File: config.mk
export PLATFORM = sky130hd
export DESIGN_NAME = i2c_status_flags
export DESIGN_NICKNAME = d
export VERILOG_FILES = /design/src/rtl/i2cst_pkg.sv /design/src/rtl/i2cst_sync.sv /design/src/rtl/i2cst_bus_evt.sv /design/src/rtl/i2cst_flag_cell.sv /design/src/rtl/i2c_status_flags.sv
export SDC_FILE = /design/constraint.sdc
export NUM_CORES = 1
export LEC_CHECK = 0
export ABC_AREA = 1
export BUFFER_PORTS_ARGS = -buffer_cell sky130_fd_sc_hd__buf_2
export CORE_AREA = 2 2 39 41
export DETAILED_ROUTE_END_ITERATION = 10
export DIE_AREA = 0 0 41 43
export PLACE_DENSITY = 0.7
export SETUP_SLACK_MARGIN = 0.1
export SLEW_MARGIN = 20
export SYNTH_ARGS = -nofsm -noshare
export SYNTH_HDL_FRONTEND = slang
export SYNTH_SLANG_ARGS = --single-unit
File: constraint.sdc
create_clock -name clk -period 0.8 [get_ports clk]
set_input_delay 0.16 -clock clk [delete_from_list [all_inputs] [get_ports clk]]
set_output_delay 0.16 -clock clk [all_outputs]
set_load 0.05 [all_outputs]
File: src/rtl/i2cst_pkg.sv
package i2cst_pkg;
  localparam int FLAG_W = 2;
  localparam int IDX_AL = 0;
  localparam int IDX_TX = 1;

  typedef struct packed {
    logic scl_rise;
    logic start;
  } bus_evt_t;
endpackage

File: src/rtl/i2cst_sync.sv
module i2cst_sync #(
  parameter int   STAGES  = 2,
  parameter logic RST_VAL = 1'b1
) (
  input  logic clk,
  input  logic rst_n,
  input  logic d_i,
  output logic q_o
);
  logic [STAGES-1:0] chain_q;
  logic [STAGES-1:0] chain_d;

  generate
    if (STAGES == 1) begin : g_one
      always_comb chain_d = d_i;
    end else begin : g_many
      always_comb chain_d = {chain_q[STAGES-2:0], d_i};
    end
  endgenerate

  always_ff @(posedge clk or negedge rst_n) begin
    if (!rst_n) chain_q <= {STAGES{RST_VAL}};
    else        chain_q <= chain_d;
  end

  assign q_o = chain_q[STAGES-1];
endmodule

File: src/rtl/i2cst_bus_evt.sv
module i2cst_bus_evt
  import i2cst_pkg::*;
#(
  parameter int SYNC_STAGES = 2
) (
  input  logic     clk,
  input  logic     rst_n,
  input  logic     scl_pin_i,
  input  logic     sda_pin_i,
  output bus_evt_t evt_o,
  output logic     sda_s_o
);
  logic scl_s, sda_s;
  logic scl_q, sda_q;

  i2cst_sync #(.STAGES(SYNC_STAGES), .RST_VAL(1'b1)) u_scl_sync (
    .clk(clk), .rst_n(rst_n), .d_i(scl_pin_i), .q_o(scl_s)
  );
  i2cst_sync #(.STAGES(SYNC_STAGES), .RST_VAL(1'b1)) u_sda_sync (
    .clk(clk), .rst_n(rst_n), .d_i(sda_pin_i), .q_o(sda_s)
  );

  // previous-sample registers for edge detection
  always_ff @(posedge clk or negedge rst_n) begin
    if (!rst_n) begin
      scl_q <= 1'b1;
      sda_q <= 1'b1;
    end else begin
      scl_q <= scl_s;
      sda_q <= sda_s;
    end
  end

  always_comb begin
    evt_o.scl_rise = scl_s & ~scl_q;
    evt_o.start    = scl_s & scl_q & sda_q & ~sda_s;
  end

  assign sda_s_o = sda_s;
endmodule

File: src/rtl/i2cst_flag_cell.sv
module i2cst_flag_cell (
  input  logic clk,
  input  logic rst_n,
  input  logic set_i,
  input  logic hw_clr_i,
  input  logic rd_i,
  input  logic wr_i,
  input  logic wbit_i,
  output logic flag_o
);
  logic flag_q, flag_d;
  logic armed_q, armed_d;
  logic sw_clr;
  logic upd_en;

  always_comb begin
    sw_clr  = wr_i & ~wbit_i & armed_q;
    // a set event overrides any clear in the same cycle
    flag_d  = set_i | (flag_q & ~(sw_clr | hw_clr_i));
    armed_d = wr_i ? 1'b0 : (armed_q | (rd_i & flag_q));
    upd_en  = set_i | hw_clr_i | rd_i | wr_i;
  end

  always_ff @(posedge clk or negedge rst_n) begin
    if (!rst_n) begin
      flag_q  <= 1'b0;
      armed_q <= 1'b0;
    end else if (upd_en) begin
      flag_q  <= flag_d;
      armed_q <= armed_d;
    end
  end

  assign flag_o = flag_q;
endmodule

File: src/rtl/i2c_status_flags.sv
module i2c_status_flags
  import i2cst_pkg::*;
#(
  parameter int SYNC_STAGES = 2,
  parameter int RST_STAGES  = 2
) (
  input  logic              clk,
  input  logic              rst_n,
  input  logic              xfer_load_i,
  input  logic              txbuf_wr_i,
  input  logic              mst_i,
  input  logic              tx_sel_i,
  input  logic              sda_drive_i,
  input  logic              scl_pin_i,
  input  logic              sda_pin_i,
  input  logic              reg_rd_i,
  input  logic              reg_wr_i,
  input  logic [FLAG_W-1:0] reg_wdata_i,
  input  logic [FLAG_W-1:0] irq_en_i,
  output logic              flag_tx_o,
  output logic              flag_al_o,
  output logic              irq_o
);
  logic              rst_ns;
  bus_evt_t          evt;
  logic              sda_s;
  logic              tx_sel_q;
  logic              tsel_rise;
  logic              mismatch, start_loss;
  logic [FLAG_W-1:0] set_vec, clr_vec, flags;

  // reset: asserted asynchronously, released on the clock
  i2cst_sync #(.STAGES(RST_STAGES), .RST_VAL(1'b0)) u_rst_sync (
    .clk(clk), .rst_n(rst_n), .d_i(1'b1), .q_o(rst_ns)
  );

  i2cst_bus_evt #(.SYNC_STAGES(SYNC_STAGES)) u_bus_evt (
    .clk(clk), .rst_n(rst_ns), .scl_pin_i(scl_pin_i), .sda_pin_i(sda_pin_i),
    .evt_o(evt), .sda_s_o(sda_s)
  );

  always_ff @(posedge clk or negedge rst_ns) begin
    if (!rst_ns) tx_sel_q <= 1'b0;
    else         tx_sel_q <= tx_sel_i;
  end

  always_comb begin
    tsel_rise  = tx_sel_i & ~tx_sel_q;
    mismatch   = mst_i & tx_sel_i & evt.scl_rise & (sda_drive_i ^ sda_s);
    start_loss = mst_i & evt.start & sda_drive_i;
    set_vec          = '0;
    clr_vec          = '0;
    set_vec[IDX_TX]  = xfer_load_i | tsel_rise;
    clr_vec[IDX_TX]  = txbuf_wr_i;
    set_vec[IDX_AL]  = mismatch | start_loss;
  end

  generate
    for (genvar i = 0; i < FLAG_W; i++) begin : g_flag
      i2cst_flag_cell u_cell (
        .clk(clk), .rst_n(rst_ns),
        .set_i(set_vec[i]), .hw_clr_i(clr_vec[i]),
        .rd_i(reg_rd_i), .wr_i(reg_wr_i), .wbit_i(reg_wdata_i[i]),
        .flag_o(flags[i])
      );
    end
  endgenerate

  assign flag_tx_o = flags[IDX_TX];
  assign flag_al_o = flags[IDX_AL];
  assign irq_o     = |(flags & irq_en_i);
endmodule

==> out/results.txt, run 1 <==
n_diodes: 0
filler-free cell count of the finished design: 84
final setup vio count: 7
number of synthesis warnings: 0
Ports: 18
CP max stage cell: dfrtp_2
Worst Setup Start Kind: flop
Worst-path clk slew: 70 ps
clock buffer depth: 2
sum of routed wire length over all layers: 791 um
register area share after synthesis: 73.7%
Clock Skew: 1.97 ps
Max H-tree Level: 1
Root Buffer: clkbuf_4
Mapped Cells: 41
clk_lat worst skew: 270 ps
GRT Total Usage: 11.8%
Final Core Density: 49.6%
count of cell types in the netlist: 10
pin count of the biggest net entering global routing: 12
first-pass GRT wire length: 1.26 mm
CTS tree: done
crit share post-route: 154%
P_int: 0.00109 W
layout cell share with drive strength beyond 1: 52.9%
pwr/cell area: 2210 nW/um^2
sw frac: 28.1%
Final Cell Area: 687 um^2
Seq pwr share: 50.6%
Placed Area: 579 um^2
1st-iter DRT viols: 2
unrepaired setup endpoints after global routing: yes
post-route setup slack: -431 ps
post-DP HPWL: 558 um
GPL Wtd Cong: 0.693
Vias: 340
WP buf/inv: 1
gr ovfl total: 0
DP Worst Slack: -186 ps
Slew Limit Fails: 0
syn nets: 56
initial antenna violation count: 0
DRC: 0
die area: 1760 um^2
Crit path required time: 640 ps
Nets: 84
Max-Cap Viols: 0
Die H: 43 um
combinational power share: 24.0%
mean routed wirelength per cell: 9.42 um
Leakage: 0.342 nW
Peak VDD IR: 0.927 mV
delay-heaviest family, CP: flip-flops
cell row count: 14
maximum clock rate: 0.812 GHz
Die X: 41 um
drt pass-1 iters: 3
critical path type: reg2out
CTS Buf Count: 3
CP cell instances: a22o_4 -> buf_6
status: complete, but fails checks
core area: 1380 um^2
Arrival @ worst endpoint: 1070 ps
number of global-route vias before repair: 341
post-synthesis area per instance: 11.0 um^2
clock network fraction of design power: 25.5%
Placed Cells: 75
post-route ant nets: 0
Syn Std Cell Area: 452 um^2
max incr delay on CP: 410 ps
area grow syn2layout: 52.1%
DR vias/cell: 4.05
Worst Setup End Kind: output port
hold_ws: 23.8 ps
final hold violation count: 0
failing checks: setup timing
Yosys reg bits: 13
P_sw: 0.000426 W
fin crit period: 1230 ps
critical-path maximum fanout: 2
Port Buffers: 17
Starting Density: 32.6%
Hold WC Path Type: in2reg
clock net sink count: 13
## state kept, by name, indices dropped and copies added (netlist names)
| signal | count |
|---|---|
| u_bus_evt.scl_q | 1 |
| u_bus_evt.u_scl_sync.chain_q | 2 |
| u_bus_evt.sda_q | 1 |
| g_flag.u_cell.armed_q | 2 |
| g_flag.u_cell.flag_o | 2 |
| u_bus_evt.u_sda_sync.chain_q | 2 |
| u_rst_sync.chain_q | 2 |
| tx_sel_q | 1 |
## power by group through the flow
stage / sequential [W] / combinational (W) / clock [W]
finish: 0.000767 / 0.000364 / 0.000387
global route: 0.000777 / 0.000387 / 0.000441
CTS: 0.000770 / 0.000363 / 0.000406
detailed placement: 0.000782 / 0.000279 / 0
global placement: 0.000776 / 0.000278 / 0
floorplan: 0.000850 / 0.000102 / 0
## area by class of cell
type	count	area (um^2)
fill	139	697
clock buffer	4	26.3
timing repair buffer	23	168
multi-input combinational	24	123
tap	16	20.0
sequential	13	335
inverter	4	15.0
## worst register-to-register path, stage by stage, from the launching register on
cell	delay, ps
dfstp_2	540
inv_2	40
nor2_1	70
nor2_1	40
nand3_1	70
nand2_1	50
## routing by layer
layer	global-route usage, %	vias up	routed length (um)	share of wire, %
li1	-	178	-	-
met1	11.8	151	336	42
met2	17.8	9	400	51
met3	4.71	2	44	5.6
met4	10.0	0	10	1.3
met5	0	-	0	0
## cells in the mapped netlist (all sizes together)
cell	count	share of area (%)
dfrtp	7	39
dfstp	6	35
nor2	8	6.6
inv	4	3.3
nand3	1	1.1
a21oi	3	3.3
nand2	9	7.5
a22o	1	1.9
conb	1	0.83
nand3b	1	1.7
## kinds of logic (layout without fill, tap and decap cells)
family | after synthesis | count (layout) | share of synthesized area, %
compound gates | 4 | 4 | 5.26
simple gates | 19 | 19 | 16.9
other cells | 1 | 1 | 0.830
buf+inv | 4 | 31 | 3.32
flops | 13 | 13 | 73.7
## through the flow
step | total power, W | TNS [ps]
after floorplan | 0.000953 | -326
after global placement | 0.00105 | -402
after detailed placement | 0.00106 | -457
after CTS | 0.00154 | -1450
after global routing | 0.00160 | -1630
final | 0.00152 | -1340
## layout by cell type (no fill, tap or decap)
cell type / netlist / layout
dlygate4sd3_1: 0 / 3
dfrtp_2: 0 / 2
inv_2: 0 / 1
a21oi_1: 3 / 1
clkbuf_4: 0 / 3
conb_1: 1 / 1
buf_4: 0 / 1
a22o_4: 0 / 1
dfrtp_1: 7 / 5
dfstp_2: 6 / 6
clkbuf_1: 0 / 1
nor2_1: 8 / 8
nand2_2: 0 / 1
a21oi_2: 0 / 2
buf_8: 0 / 1
inv_1: 4 / 3
buf_6: 0 / 4
buf_2: 0 / 14
nand3b_1: 1 / 1
nand3_1: 1 / 1
nand2_1: 9 / 8
## timing repair
item                                   in CTS  in global routing
buffers inserted                            3                  1
setup endpoints to repair                   7                  7
resized for setup                          11                  2
endpoints found under the hold margin       4                  0
pin swaps                                   0                  3
hold buffers                                3                  0
## worst paths after layout
| path | from | to | slack (ps) | cells past startpoint |
|---|---|---|---|---|
| worst max register to register | u_bus_evt.scl_q$_DFF_PN1_ | g_flag[0].u_cell.flag_o$_DFFE_PN0P_ | -120 | 5 |
| worst min-delay path | tx_sel_i | tx_sel_q$_DFF_PN0_ | 20 | 1 |
| min in group asynchronous | u_rst_sync.chain_q[1]$_DFF_PN0_ | tx_sel_q$_DFF_PN0_ | 170 | 0 |
| worst min register to register | u_rst_sync.chain_q[1]$_DFF_PN0_ | tx_sel_q$_DFF_PN0_ | 170 | 0 |
| worst max-delay path | g_flag[0].u_cell.flag_o$_DFFE_PN0P_ | irq_o | -430 | 2 |
| max in group asynchronous | u_rst_sync.chain_q[1]$_DFF_PN0_ | u_bus_evt.u_scl_sync.chain_q[0]$_DFF_PN1_ | 310 | 0 |
Power figures use the tool's default switching activity.
==> run 2: changes to the inputs <==
--- a/config.mk
+++ b/config.mk
@@ -5,14 +5,13 @@
 export SDC_FILE = /design/constraint.sdc
 export NUM_CORES = 1
 export LEC_CHECK = 0
-export ABC_AREA = 1
 export BUFFER_PORTS_ARGS = -buffer_cell sky130_fd_sc_hd__buf_2
 export CORE_AREA = 2 2 39 41
 export DETAILED_ROUTE_END_ITERATION = 10
 export DIE_AREA = 0 0 41 43
-export PLACE_DENSITY = 0.7
+export PLACE_DENSITY = 0.69
 export SETUP_SLACK_MARGIN = 0.1
-export SLEW_MARGIN = 20
+export SLEW_MARGIN = 0
 export SYNTH_ARGS = -nofsm -noshare
 export SYNTH_HDL_FRONTEND = slang
 export SYNTH_SLANG_ARGS = --single-unit
==> out/results.txt, run 2 <==
final setup vio count: 7
Die X: 41 um
core area: 1380 um^2
Synth Flop Type: dfrtp_1
Nets: 76
crit share post-route: 156%
Vias: 340
largest area contributor in the netlist: dfrtp_1
count of flip-flops with a built-in enable after synthesis: 0
Clock Skew: 2.43 ps
Port Buffers: 17
Starting Density: 31.7%
syn nets: 48
critical path startpoint: g_flag[1].u_cell.flag_o$_DFFE_PN0P_
die area: 1760 um^2
critical path type: reg2out
clock net sink count: 13
CTS Buf Count: 3
Mapped Cells: 33
post-route setup slack: -444 ps
status: complete, but fails checks
Ports: 18
Leakage: 0.318 nW
Worst Setup Start Kind: flop
Placed Area: 567 um^2
gr ovfl total: 0
critical-path maximum fanout: 2
top cells by count, synth: dfrtp_1 (7), dfstp_2 (6), nand2_1 (4)
layout cell share with drive strength beyond 1: 56.7%
leading cell type in the layout, fill and taps excluded: buf_2
initial antenna violation count: 0
clk_lat worst skew: 270 ps
Worst Setup End Kind: output port
ys async rst share: 100%
1st-iter DRT viols: 0
Yosys top cell area share: 39.9%
fin crit period: 1240 ps
number of synthesis warnings: 0
first-pass GRT wire length: 1.17 mm
DR vias/cell: 4.47
count of cell types in the netlist: 15
Peak VDD IR: 0.921 mV
Yosys reg bits: 13
most frequent cell after synthesis: dfrtp_1
ranking of synthesized cells by area: dfrtp_1 (40%), dfstp_2 (36%), a21oi_1 (3.4%)
pwr/cell area: 2400 nW/um^2
Max-Cap Viols: 0
Arrival @ worst endpoint: 1080 ps
drt pass-1 iters: 1
final hold violation count: 0
Die H: 43 um
cell row count: 14
Final Core Density: 48.6%
Slew Limit Fails: 0
area grow syn2layout: 53.0%
register area share after synthesis: 75.8%
most frequent cells in the layout: buf_2 (14), dfstp_2 (6), dfrtp_1 (5)
reg-to-reg slack, setup: -250 ps
post-DP HPWL: 595 um
post-synthesis area per instance: 13.3 um^2
number of global-route vias before repair: 340
n_diodes: 0
Syn Std Cell Area: 439 um^2
pin count of the biggest net entering global routing: 12
maximum clock rate: 0.804 GHz
Max H-tree Level: 1
total power: 0.00162 W
Hold WC Path Type: in2reg
DRC: 0
DP Worst Slack: -251 ps
GPL Wtd Cong: 0.574
worst r2r src: u_bus_evt.u_sda_sync.chain_q[1]$_DFF_PN1_
HP Start: tx_sel_i
mean routed wirelength per cell: 10.9 um
Worst-path clk slew: 70 ps
post-route ant nets: 0
sum of routed wire length over all layers: 830 um
CTS tree: done
GRT Total Usage: 10.6%
Final Cell Area: 672 um^2
Root Buffer: clkbuf_4
TNS Setup: -1620 ps
unrepaired setup endpoints after global routing: yes
Crit path required time: 640 ps
failing checks: setup timing
clock buffer depth: 2
run 2: worst paths after layout:
check,end,cells after the start
max,irq_o,2
min,tx_sel_q$_DFF_PN0_,1
min in group asynchronous,g_flag[1].u_cell.armed_q$_DFFE_PN0P_,0
max in group asynchronous,u_bus_evt.scl_q$_DFF_PN1_,0
min reg2reg,g_flag[1].u_cell.armed_q$_DFFE_PN0P_,0
max reg2reg,g_flag[0].u_cell.flag_o$_DFFE_PN0P_,3
run 2: power breakdown:
group	total (W)	switching, W	internal (W)
logic	0.000448	0.000216	0.000231
clock network	0.000388	0.000195	0.000193
registers	0.000780	0.0000485	0.000731
total	0.00162	0.000460	0.00116
run 2: timing repair:
action	in CTS	in global routing
hold buffers	3	0
gates resized for setup	10	0
hold endpoints to repair	4	0
setup buffers	2	0
setup endpoints to repair	7	7
pin swaps	3	2
run 2: stage by stage:
step	std cells	hold slack [ps]
2_1_floorplan	33	-136
3_3_place_gp	67	-53.3
3_5_place_dp	67	-52.5
4_1_cts	76	13.5
5_1_grt	76	9.15
6_report	76	23.9
run 2: worst max-delay path, cell delays in order, from the launching register on:
cell,delay (ps)
dfrtp_2,420
a22o_4,250
buf_6,150
run 2: layout make-up:
type | count | area (um^2)
Clock buffer | 4 | 26.3
Inverter | 2 | 7.51
Fill cell | 131 | 712
Sequential cell | 13 | 335
Multi-Input combinational cell | 18 | 115
Timing Repair Buffer | 23 | 168
Tap cell | 16 | 20.0
run 2: kinds of logic after synthesis:
family / Yosys count / synth area share, %
flip-flops: 13 / 75.8
AND/OR/NAND/NOR: 9 / 10.5
AO/OA/AOI/OAI: 7 / 9.11
buffers and inverters: 2 / 1.71
XOR/XNOR: 1 / 1.99
other: 1 / 0.854
run 2: metal layers:
layer	vias to the layer above	wire [um]	GRT usage (%)
li1	161	-	-
met1	165	310	8.25
met2	14	472	19.1
met3	0	47	3.14
met4	0	0	8.00
met5	-	0	0
==> run 3: changes to the inputs <==
--- a/config.mk
+++ b/config.mk
@@ -9,7 +9,7 @@
 export CORE_AREA = 2 2 39 41
 export DETAILED_ROUTE_END_ITERATION = 10
 export DIE_AREA = 0 0 41 43
-export PLACE_DENSITY = 0.69
+export PLACE_DENSITY_LB_ADDON = 0.25
 export SETUP_SLACK_MARGIN = 0.1
 export SLEW_MARGIN = 0
 export SYNTH_ARGS = -nofsm -noshare
==> out/results.txt, run 3 (synthesis results as in run 2) <==
GRT Total Usage: 11.6%
failing checks: setup timing
final hold violation count: 0
number of global-route vias before repair: 324
Port Buffers: 17
leading cell type in the layout, fill and taps excluded: buf_2
clk_lat worst skew: 270 ps
Peak VDD IR: 0.999 mV
Arrival @ worst endpoint: 1070 ps
unrepaired setup endpoints after global routing: yes
post-route ant nets: 0
die area: 1760 um^2
GPL Wtd Cong: 0.588
CTS tree: done
drt pass-1 iters: 1
Starting Density: 31.7%
post-route setup slack: -434 ps
mean routed wirelength per cell: 9.99 um
Max H-tree Level: 1
Slew Limit Fails: 0
Hold WC Path Type: in2reg
P_sw: 0.000464 W
most frequent cells in the layout: buf_2 (14), dfstp_2 (6), dfrtp_1 (5)
Clock Skew: 3.32 ps
CTS Buf Count: 3
Worst Setup End Kind: output port
critical-path maximum fanout: 2
n_diodes: 0
1st-iter DRT viols: 0
Worst Setup Start Kind: flop
sum of routed wire length over all layers: 759 um
Root Buffer: clkbuf_4
Final Core Density: 48.6%
status: complete, but fails checks
Die X: 41 um
pin count of the biggest net entering global routing: 12
clock buffer depth: 2
Die H: 43 um
Crit path required time: 640 ps
DRC: 0
sw frac: 28.6%
P_int: 0.00116 W
DR vias/cell: 4.30
core area: 1380 um^2
critical path type: reg2out
initial antenna violation count: 0
final setup vio count: 7
Max-Cap Viols: 0
cell row count: 14
Worst-path clk slew: 80 ps
clock net sink count: 13
DP Worst Slack: -244 ps
gr ovfl total: 0
pwr/cell area: 2410 nW/um^2
combinational power share: 27.5%
Leakage: 0.318 nW
Nets: 76
Seq pwr share: 48.1%
Ports: 18
crit share post-route: 154%
area grow syn2layout: 53.0%
clock network fraction of design power: 24.5%
layout cell share with drive strength beyond 1: 56.7%
Vias: 327
first-pass GRT wire length: 1.27 mm
maximum clock rate: 0.810 GHz
fin crit period: 1230 ps
run 3: cell counts in the layout (fill, tap and decap cells not counted):
No cell type changed its count.
run 3: power groups by stage:
stage                     clock (W)  sequential, W  combinational, W
after floorplan                   0       0.000870          0.000106
after global placement            0       0.000785          0.000313
after detailed placement          0       0.000790          0.000314
after CTS                  0.000423       0.000782          0.000449
after global routing       0.000456       0.000790          0.000478
final                      0.000396       0.000778          0.000445
run 3: per-stage QoR:
stage	cell area, um^2	setup TNS, ps	hold WS [ps]	power [W]	std cells
2_1_floorplan	454	-574	-136	0.000977	33
3_3_place_gp	574	-700	-54.0	0.00110	68
3_5_place_dp	574	-731	-54.1	0.00110	68
4_1_cts	672	-1650	15.0	0.00165	76
5_1_grt	672	-1950	12.3	0.00172	76
6_report	672	-1540	21.4	0.00162	76
run 3: worst paths after layout:
path | startpoint | to | slack (ps) | depth (start not counted)
max | g_flag[1].u_cell.flag_o$_DFFE_PN0P_ | irq_o | -430 | 2
min | tx_sel_i | tx_sel_q$_DFF_PN0_ | 20 | 1
max in group asynchronous | u_rst_sync.chain_q[1]$_DFF_PN0_ | u_bus_evt.sda_q$_DFF_PN1_ | 290 | 0
min in group asynchronous | u_rst_sync.chain_q[1]$_DFF_PN0_ | g_flag[1].u_cell.armed_q$_DFFE_PN0P_ | 180 | 0
max reg2reg | u_bus_evt.u_sda_sync.chain_q[1]$_DFF_PN1_ | g_flag[0].u_cell.flag_o$_DFFE_PN0P_ | -240 | 3
min reg2reg | u_rst_sync.chain_q[1]$_DFF_PN0_ | g_flag[1].u_cell.armed_q$_DFFE_PN0P_ | 180 | 0
run 3: per-layer routing:
metal  part of all wire (%)  vias up  track usage, %
met4                      0        0            8.00
met2                     54        9            18.4
li1                       -      161               -
met5                      0        -               0
met1                     40      157            11.3
met3                    5.1        0            4.71
run 3: final cells by class:
| cell class | count | area [um^2] |
|---|---|---|
| well taps | 16 | 20.0 |
| fillers | 140 | 712 |
| multi-input cells | 18 | 115 |
| clock buffers | 4 | 26.3 |
| repair buffers | 23 | 168 |
| inverters | 2 | 7.51 |
| flip-flops and latches | 13 | 335 |
run 3: critical path: stages, from the launching register on:
cell and delay [ps]:
dfrtp_2 410, a22o_4 240, buf_6 150
run 3: what timing repair did:
action,CTS,global route
buffers inserted,1,0
hold buffers,3,0
hold endpoints to repair,4,0
gates resized for setup,10,0
pin swaps,2,3
setup endpoints to repair,7,7
gates cloned,0,0
